$ cat src/rtl/fwd_pkg.sv
package fwd_pkg;

  // Tolerance in counts for a nominal count and a ppm half-width (floor).
  function automatic int unsigned ppm_span(int unsigned nom, int unsigned ppm);
    longint unsigned prod;
    prod = longint'(nom) * longint'(ppm);
    return 32'(prod / 64'd1000000);
  endfunction

  typedef enum logic [1:0] {
    VERDICT_IDLE = 2'b00,
    VERDICT_UP   = 2'b01,
    VERDICT_DOWN = 2'b10,
    VERDICT_GOOD = 2'b11
  } verdict_e;

endpackage

$ cat src/rtl/fwd_ref_sync.sv
module fwd_ref_sync #(
  parameter int STAGES = 2
) (
  input  logic clk,
  input  logic rst,
  input  logic async_in,
  output logic rise_pulse
);
  // STAGES flops for metastability, one more for edge detection
  logic [STAGES:0] chain;

  always_ff @(posedge clk) begin
    if (rst) chain <= '0;
    else     chain <= {chain[STAGES-1:0], async_in};
  end

  assign rise_pulse = chain[STAGES-1] & ~chain[STAGES];
endmodule

$ cat src/rtl/fwd_ref_watch.sv
module fwd_ref_watch #(
  parameter int LIMIT = 1024
) (
  input  logic clk,
  input  logic rst,
  input  logic edge_i,
  output logic lost_o
);
  localparam int CW = $clog2(LIMIT + 1);
  localparam logic [CW-1:0] LAST = CW'(LIMIT - 1);

  logic [CW-1:0] quiet;

  always_ff @(posedge clk) begin
    if (rst) begin
      quiet  <= '0;
      lost_o <= 1'b1;
    end else if (edge_i) begin
      quiet  <= '0;
      lost_o <= 1'b0;
    end else if (quiet == LAST) begin
      lost_o <= 1'b1;
    end else begin
      quiet <= quiet + 1'b1;
    end
  end
endmodule

$ cat src/rtl/fwd_win_meas.sv
module fwd_win_meas #(
  parameter int WIN_LOG2 = 6,
  parameter int CNT_W    = 16
) (
  input  logic             clk,
  input  logic             rst,
  input  logic             abort_i,
  input  logic             edge_i,
  output logic             done_o,
  output logic [CNT_W-1:0] count_o
);
  logic                running;
  logic [WIN_LOG2-1:0] edges;
  logic [CNT_W-1:0]    span;
  logic [CNT_W-1:0]    span_inc;

  assign span_inc = (span == '1) ? span : span + 1'b1;

  always_ff @(posedge clk) begin
    if (rst) begin
      running <= 1'b0;
      edges   <= '0;
      span    <= '0;
      done_o  <= 1'b0;
      count_o <= '0;
    end else if (abort_i) begin
      running <= 1'b0;
      edges   <= '0;
      span    <= '0;
      done_o  <= 1'b0;
    end else begin
      done_o <= 1'b0;
      if (edge_i) begin
        if (running && edges == '1) begin
          // closing edge of one window opens the next
          done_o  <= 1'b1;
          count_o <= span;
          edges   <= '0;
          span    <= CNT_W'(1);
        end else if (running) begin
          edges <= edges + 1'b1;
          span  <= span_inc;
        end else begin
          running <= 1'b1;
          edges   <= '0;
          span    <= CNT_W'(1);
        end
      end else if (running) begin
        span <= span_inc;
      end
    end
  end
endmodule

$ cat src/rtl/fwd_line_div.sv
module fwd_line_div #(
  parameter int RATIO_SLOW = 16,
  parameter int RATIO_FAST = 4
) (
  input  logic clk,
  input  logic rst,
  input  logic fast_i,
  output logic ce_o
);
  localparam int MAXR = (RATIO_SLOW > RATIO_FAST) ? RATIO_SLOW : RATIO_FAST;
  localparam int CW   = $clog2(MAXR);
  localparam logic [CW-1:0] END_SLOW = CW'(RATIO_SLOW - 1);
  localparam logic [CW-1:0] END_FAST = CW'(RATIO_FAST - 1);

  logic [CW-1:0] phase;
  logic [CW-1:0] last;

  assign last = fast_i ? END_FAST : END_SLOW;

  always_ff @(posedge clk) begin
    if (rst) begin
      phase <= '0;
      ce_o  <= 1'b0;
    end else if (phase >= last) begin
      phase <= '0;
      ce_o  <= 1'b1;
    end else begin
      phase <= phase + 1'b1;
      ce_o  <= 1'b0;
    end
  end
endmodule

$ cat src/rtl/freq_window_det.sv
module freq_window_det #(
  parameter int WIN_LOG2    = 6,
  parameter int PPM_TOL     = 1000,
  parameter int DIV_A       = 64,
  parameter int DIV_B       = 128,
  parameter int RATE_SLOW   = 16,
  parameter int RATE_FAST   = 4,
  parameter int MISS_CYCLES = 1024,
  parameter int SYNC_STAGES = 2
) (
  input  logic       clk,
  input  logic       rst,
  input  logic       ref_clk_in,
  input  logic       rate_fast,
  input  logic [1:0] ref_sel,
  output logic       freq_ok,
  output logic       pd_enable,
  output logic       steer_up,
  output logic       steer_down,
  output logic       line_ce
);
  import fwd_pkg::*;

  localparam int unsigned NOM_A = DIV_A * (2 ** WIN_LOG2);
  localparam int unsigned NOM_B = DIV_B * (2 ** WIN_LOG2);
  localparam int unsigned TOL_A = ppm_span(NOM_A, PPM_TOL);
  localparam int unsigned TOL_B = ppm_span(NOM_B, PPM_TOL);
  localparam int unsigned NOM_MAX = (NOM_A > NOM_B) ? NOM_A : NOM_B;
  localparam int CNT_W = $clog2(NOM_MAX * 2 + 1) + 1;
  localparam logic [CNT_W-1:0] LO_A = CNT_W'(NOM_A - TOL_A);
  localparam logic [CNT_W-1:0] HI_A = CNT_W'(NOM_A + TOL_A);
  localparam logic [CNT_W-1:0] LO_B = CNT_W'(NOM_B - TOL_B);
  localparam logic [CNT_W-1:0] HI_B = CNT_W'(NOM_B + TOL_B);

  logic             ref_rise;
  logic             ref_lost;
  logic             meas_done;
  logic [CNT_W-1:0] meas_count;
  logic [1:0]       sel_q;
  logic             sel_valid;
  logic             sel_moved;
  logic             meas_abort;
  logic [CNT_W-1:0] lim_lo;
  logic [CNT_W-1:0] lim_hi;
  verdict_e         verdict_next;

  assign sel_valid  = ref_sel[1];
  assign sel_moved  = (ref_sel != sel_q);
  assign meas_abort = ref_lost | ~sel_valid | sel_moved;

  fwd_ref_sync #(.STAGES(SYNC_STAGES)) u_sync (
    .clk       (clk),
    .rst       (rst),
    .async_in  (ref_clk_in),
    .rise_pulse(ref_rise)
  );

  fwd_ref_watch #(.LIMIT(MISS_CYCLES)) u_watch (
    .clk   (clk),
    .rst   (rst),
    .edge_i(ref_rise),
    .lost_o(ref_lost)
  );

  fwd_win_meas #(.WIN_LOG2(WIN_LOG2), .CNT_W(CNT_W)) u_meas (
    .clk    (clk),
    .rst    (rst),
    .abort_i(meas_abort),
    .edge_i (ref_rise),
    .done_o (meas_done),
    .count_o(meas_count)
  );

  fwd_line_div #(.RATIO_SLOW(RATE_SLOW), .RATIO_FAST(RATE_FAST)) u_line (
    .clk   (clk),
    .rst   (rst),
    .fast_i(rate_fast),
    .ce_o  (line_ce)
  );

  always_ff @(posedge clk) begin
    if (rst) sel_q <= 2'b00;
    else     sel_q <= ref_sel;
  end

  // a finished window was measured entirely under sel_q
  assign lim_lo = sel_q[0] ? LO_B : LO_A;
  assign lim_hi = sel_q[0] ? HI_B : HI_A;

  always_comb begin
    if (meas_count < lim_lo)      verdict_next = VERDICT_UP;
    else if (meas_count > lim_hi) verdict_next = VERDICT_DOWN;
    else                          verdict_next = VERDICT_GOOD;
  end

  always_ff @(posedge clk) begin
    if (rst || ref_lost || !sel_valid) begin
      freq_ok    <= 1'b0;
      pd_enable  <= 1'b0;
      steer_up   <= 1'b0;
      steer_down <= 1'b0;
    end else if (meas_done) begin
      freq_ok    <= (verdict_next == VERDICT_GOOD);
      pd_enable  <= (verdict_next == VERDICT_GOOD);
      steer_up   <= (verdict_next == VERDICT_UP);
      steer_down <= (verdict_next == VERDICT_DOWN);
    end
  end
endmodule

$ cat config.mk
export PLATFORM = sky130hd
export DESIGN_NAME = freq_window_det
export DESIGN_NICKNAME = d
export VERILOG_FILES = /design/src/rtl/fwd_pkg.sv /design/src/rtl/fwd_ref_sync.sv /design/src/rtl/fwd_ref_watch.sv /design/src/rtl/fwd_win_meas.sv /design/src/rtl/fwd_line_div.sv /design/src/rtl/freq_window_det.sv
export SDC_FILE = /design/constraint.sdc
export NUM_CORES = 1
export LEC_CHECK = 0
export ABC_AREA = 1
export BUFFER_PORTS_ARGS = -buffer_cell sky130_fd_sc_hd__clkbuf_2
export CORE_MARGIN = 3
export CORE_UTILIZATION = 40
export CTS_CLUSTER_DIAMETER = 30
export DETAILED_ROUTE_END_ITERATION = 10
export GPL_TIMING_DRIVEN = 0
export HOLD_SLACK_MARGIN = 0.05
export PLACE_DENSITY = 0.66
export SLEW_MARGIN = 20
export SYNTH_ARGS = -nofsm -noshare
export SYNTH_HDL_FRONTEND = slang
export SYNTH_HIERARCHICAL = 1
export SYNTH_SLANG_ARGS = --single-unit
$ cat constraint.sdc
create_clock -name clk -period 3 [get_ports clk]
set_input_delay 0.6 -clock clk [delete_from_list [all_inputs] [get_ports clk]]
set_output_delay 0.6 -clock clk [all_outputs]
set_load 0.03 [all_outputs]
==> impl_results.md <==
* Outcome: finished, final reports clean
* Die Span X at 99.2 µm
* LEAKAGE at 1.55 nW
* Mapped Nets at 514
* GR Overflow Total at 0
* I/O Pins at 11
* Total track usage at 16.2%
* Longest Clk Path Bufs at 2
* Cts hold-fix bufs at 0
* Startpoint types: flip-flop
* Synthesized area per cell at 6.99 µm²
* Hold Slack at 0.427 ns
* WL/cell at 11.9 µm
* Layout cells sized above 1 at 14.5%
* Layout area overhead at 10.2%
* Setup Viol. Count Final at 0
* Core Box Area at 8340 µm²
* Placed Instance Area at 3660 µm²
* Reg2reg start: sel_q[0]
* Die height at 99.2 µm
* Total power at 1.61 mW
* DRC viols at 0
* Pin count of the biggest net entering global routing at 13
* Row Count at 33
* FILL cells at 863
* Distinct cells, synth at 36
* Pre-antenna DRT Iters at 5
* Hold path start: u_sync/chain[0]
* HPWL after DPL at 5.51 mm
* Worst-path maximum fanout at 10
* Synth area leaders: dfxtp_1, nand2_1, inv_1
* Initial DRC Count at 122
* Fmax at 520 MHz
* CTS tree: yes
* H-Tree Level Count at 3
* CP peak stage delay at 0.48 ns
* Chain of cells forming the critical path: xnor2_1, nand4_1, nor2_2, clkinv_1, a21oi_1
* Layout net count at 535
* Antenna-violating nets left at 0
* Reg2Reg Setup Slack at 1.08 ns
* Clk_skew at 0.00870 ns
* Initial Util at 41.7%
* R2R depth at 5
* Crit path kind: reg -> reg
* Cell area after layout at 3830 µm²
* Utilization after layout at 45.9%
* Clock sink count at 65
* RSZ-0062 raised after global routing: false
* Cts repair resizes at 0
* Crit path buf inv count at 1
* Clk Latency, worst-skew pair at 0.35 ns
* Vias per inst at 4.96
* Total negative slack at 0 ns
* Die footprint at 9840 µm²
* PwrDens at 420 nW/µm²
* Crit path DAT at 2.20 ns
* Peak supply drop at 0.169 mV
* Most common cell after layout, fill and taps aside: nand2_1
* Clock transition at path regs at 0.07 ns
* CTS Root Cell: clkbuf_8
* Reg area at 1300 µm²
* Initial antenna violation count at 0
* Period utilisation layout at 64.1%
* Ant diodes at 0
* Routed wire length at 7.46 mm
* WP data required at 3.28 ns
* # port buffers at 10
* WHS Path Cells at 2
* Placer Congestion at 0.900
* #FFs+latches synth at 65
* Worst path slowest cell: nor2_2
* Worst slew margin at 62.7%
* Final hold vios at 0
* Post-Syn Area at 3480 µm²
* Reg-to-reg endpoint: u_meas/span[13]
* Area share of the largest cell type after synthesis at 37.4%
* Largest area contributor in the netlist: dfxtp_1
* Num CTS Buffers at 9
* Routed via count at 3113
* Vias in the first global route at 2924
* Worst Hold End: u_sync/chain[1]
* Syn Inst Count at 497
* Fin. max-slew vios at 0
* Sequential area share after synthesis at 37.4%
* Top Family by Delay on Critical Path: simple AND/OR/NAND/NOR gates
* Max Cap Viol at 0
* Most frequent cells in the layout: nand2_1, dfxtp_1, inv_1
* Final Critical Period at 1.92 ns
* Yosys Warn Count at 6
* Slew @ Worst Pin at 0.558 ns
* CP Capture Type: flip-flop
* Footprint of the multi-input gates at 1870 µm²
* Post-CTS Setup Inserts at 0
* First-pass GRT wire length at 12.9 mm
* HP Class: reg -> reg
==> worst max-delay path by stage <==
stage	endpoint	slack, ns	cells after the start	start
after global placement	u_meas/span[13]	0.80	6	ref_sel[0]
final	u_meas/span[13]	1.08	5	sel_q[0]
after CTS	u_meas/span[13]	1.07	5	sel_q[0]
after detailed placement	u_meas/span[13]	0.75	6	ref_sel[0]
after floorplan	u_meas/count_o[12]	1.29	7	ref_sel[0]
after global routing	u_meas/span[6]	0.86	5	sel_q[0]
==> through the flow <==
| step | cells | setup slack, ns |
|---|---|---|
| floorplan | 497 | 1.29 |
| global placement | 612 | 0.804 |
| detailed placement | 612 | 0.748 |
| CTS | 628 | 1.07 |
| global route | 628 | 0.857 |
| finish | 628 | 1.08 |
==> cell families (layout without fill, tap and decap cells) <==
| family | count (synthesis) | count (layout) | synth area share (%) |
|---|---|---|---|
| AND/OR/NAND/NOR | 276 | 276 | 37.5 |
| buffers and inverters | 73 | 99 | 8.82 |
| AO/OA/AOI/OAI | 63 | 63 | 10.0 |
| adder cells (fa/ha/maj) | 11 | 11 | 3.96 |
| XOR/XNOR | 9 | 9 | 2.27 |
| flip-flops | 65 | 65 | 37.4 |
==> cell type report <==
| class | instances | share of cell area (%) |
|---|---|---|
| well taps | 105 | 3.43 |
| clock inverters | 7 | 1.24 |
| repair buffers | 10 | 1.31 |
| multi-input cells | 359 | 48.8 |
| flip-flops and latches | 65 | 34.0 |
| inverters | 60 | 5.88 |
| clock buffers | 9 | 3.24 |
| plain buffers | 13 | 2.12 |
==> synth_stat cells <==
| cell type | n |
|---|---|
| nand3_1 | 24 |
| nor2_1 | 52 |
| nand2_1 | 135 |
| buf_2 | 4 |
| nor3_2 | 1 |
| nand3b_1 | 2 |
| buf_4 | 1 |
| nor3_1 | 5 |
| a21oi_1 | 39 |
| inv_1 | 57 |
| nand3_2 | 9 |
| buf_1 | 1 |
| nand2_4 | 2 |
| ha_1 | 11 |
| o21bai_1 | 2 |
| a21oi_2 | 5 |
| o21ai_0 | 12 |
| nor2_2 | 7 |
| clkbuf_2 | 1 |
| or2_2 | 2 |
| xor2_1 | 4 |
| nand4_1 | 23 |
| dfxtp_1 | 65 |
| a22oi_1 | 1 |
| clkbuf_1 | 3 |
| nor2_4 | 4 |
| buf_6 | 3 |
| o211ai_1 | 1 |
| nor4_1 | 1 |
| clkinv_1 | 1 |
| a211oi_1 | 1 |
| xnor2_1 | 5 |
| nor3_4 | 1 |
| nand2_2 | 8 |
| inv_2 | 2 |
| a31oi_1 | 2 |
==> tightest hold or removal path: cells and delay by family (launching register included) <==
kind          cells  cell delay, ns
flops             1            0.30
buf+inv           1            0.05
simple gates      1            0.04
==> registers in the layout, summed over array words and instances (netlist names) <==
register	count
u_meas/done_o	1
pd_enable	1
u_watch/lost_o	1
u_sync/chain	3
steer_up	1
u_watch/quiet	11
steer_down	1
u_meas/edges	6
u_meas/span	16
sel_q	2
u_line/ce_o	1
u_meas/running	1
u_meas/count_o	16
u_line/phase	4
==> power breakdown <==
part	total, mW	internal (mW)	switching, mW
sequential	0.884	0.874	0.0102
clock	0.658	0.297	0.361
combinational	0.0660	0.0236	0.0424
total	1.61	1.19	0.414
==> metal layers <==
metal	track usage, %	share of wire [%]	up-vias
met3	3.79	4.3	8
met2	26.4	46	50
li1	-	-	1643
met1	20.7	48	1412
met5	0	0	-
met4	6.30	1.2	0
(Power assumes the default switching activity.)
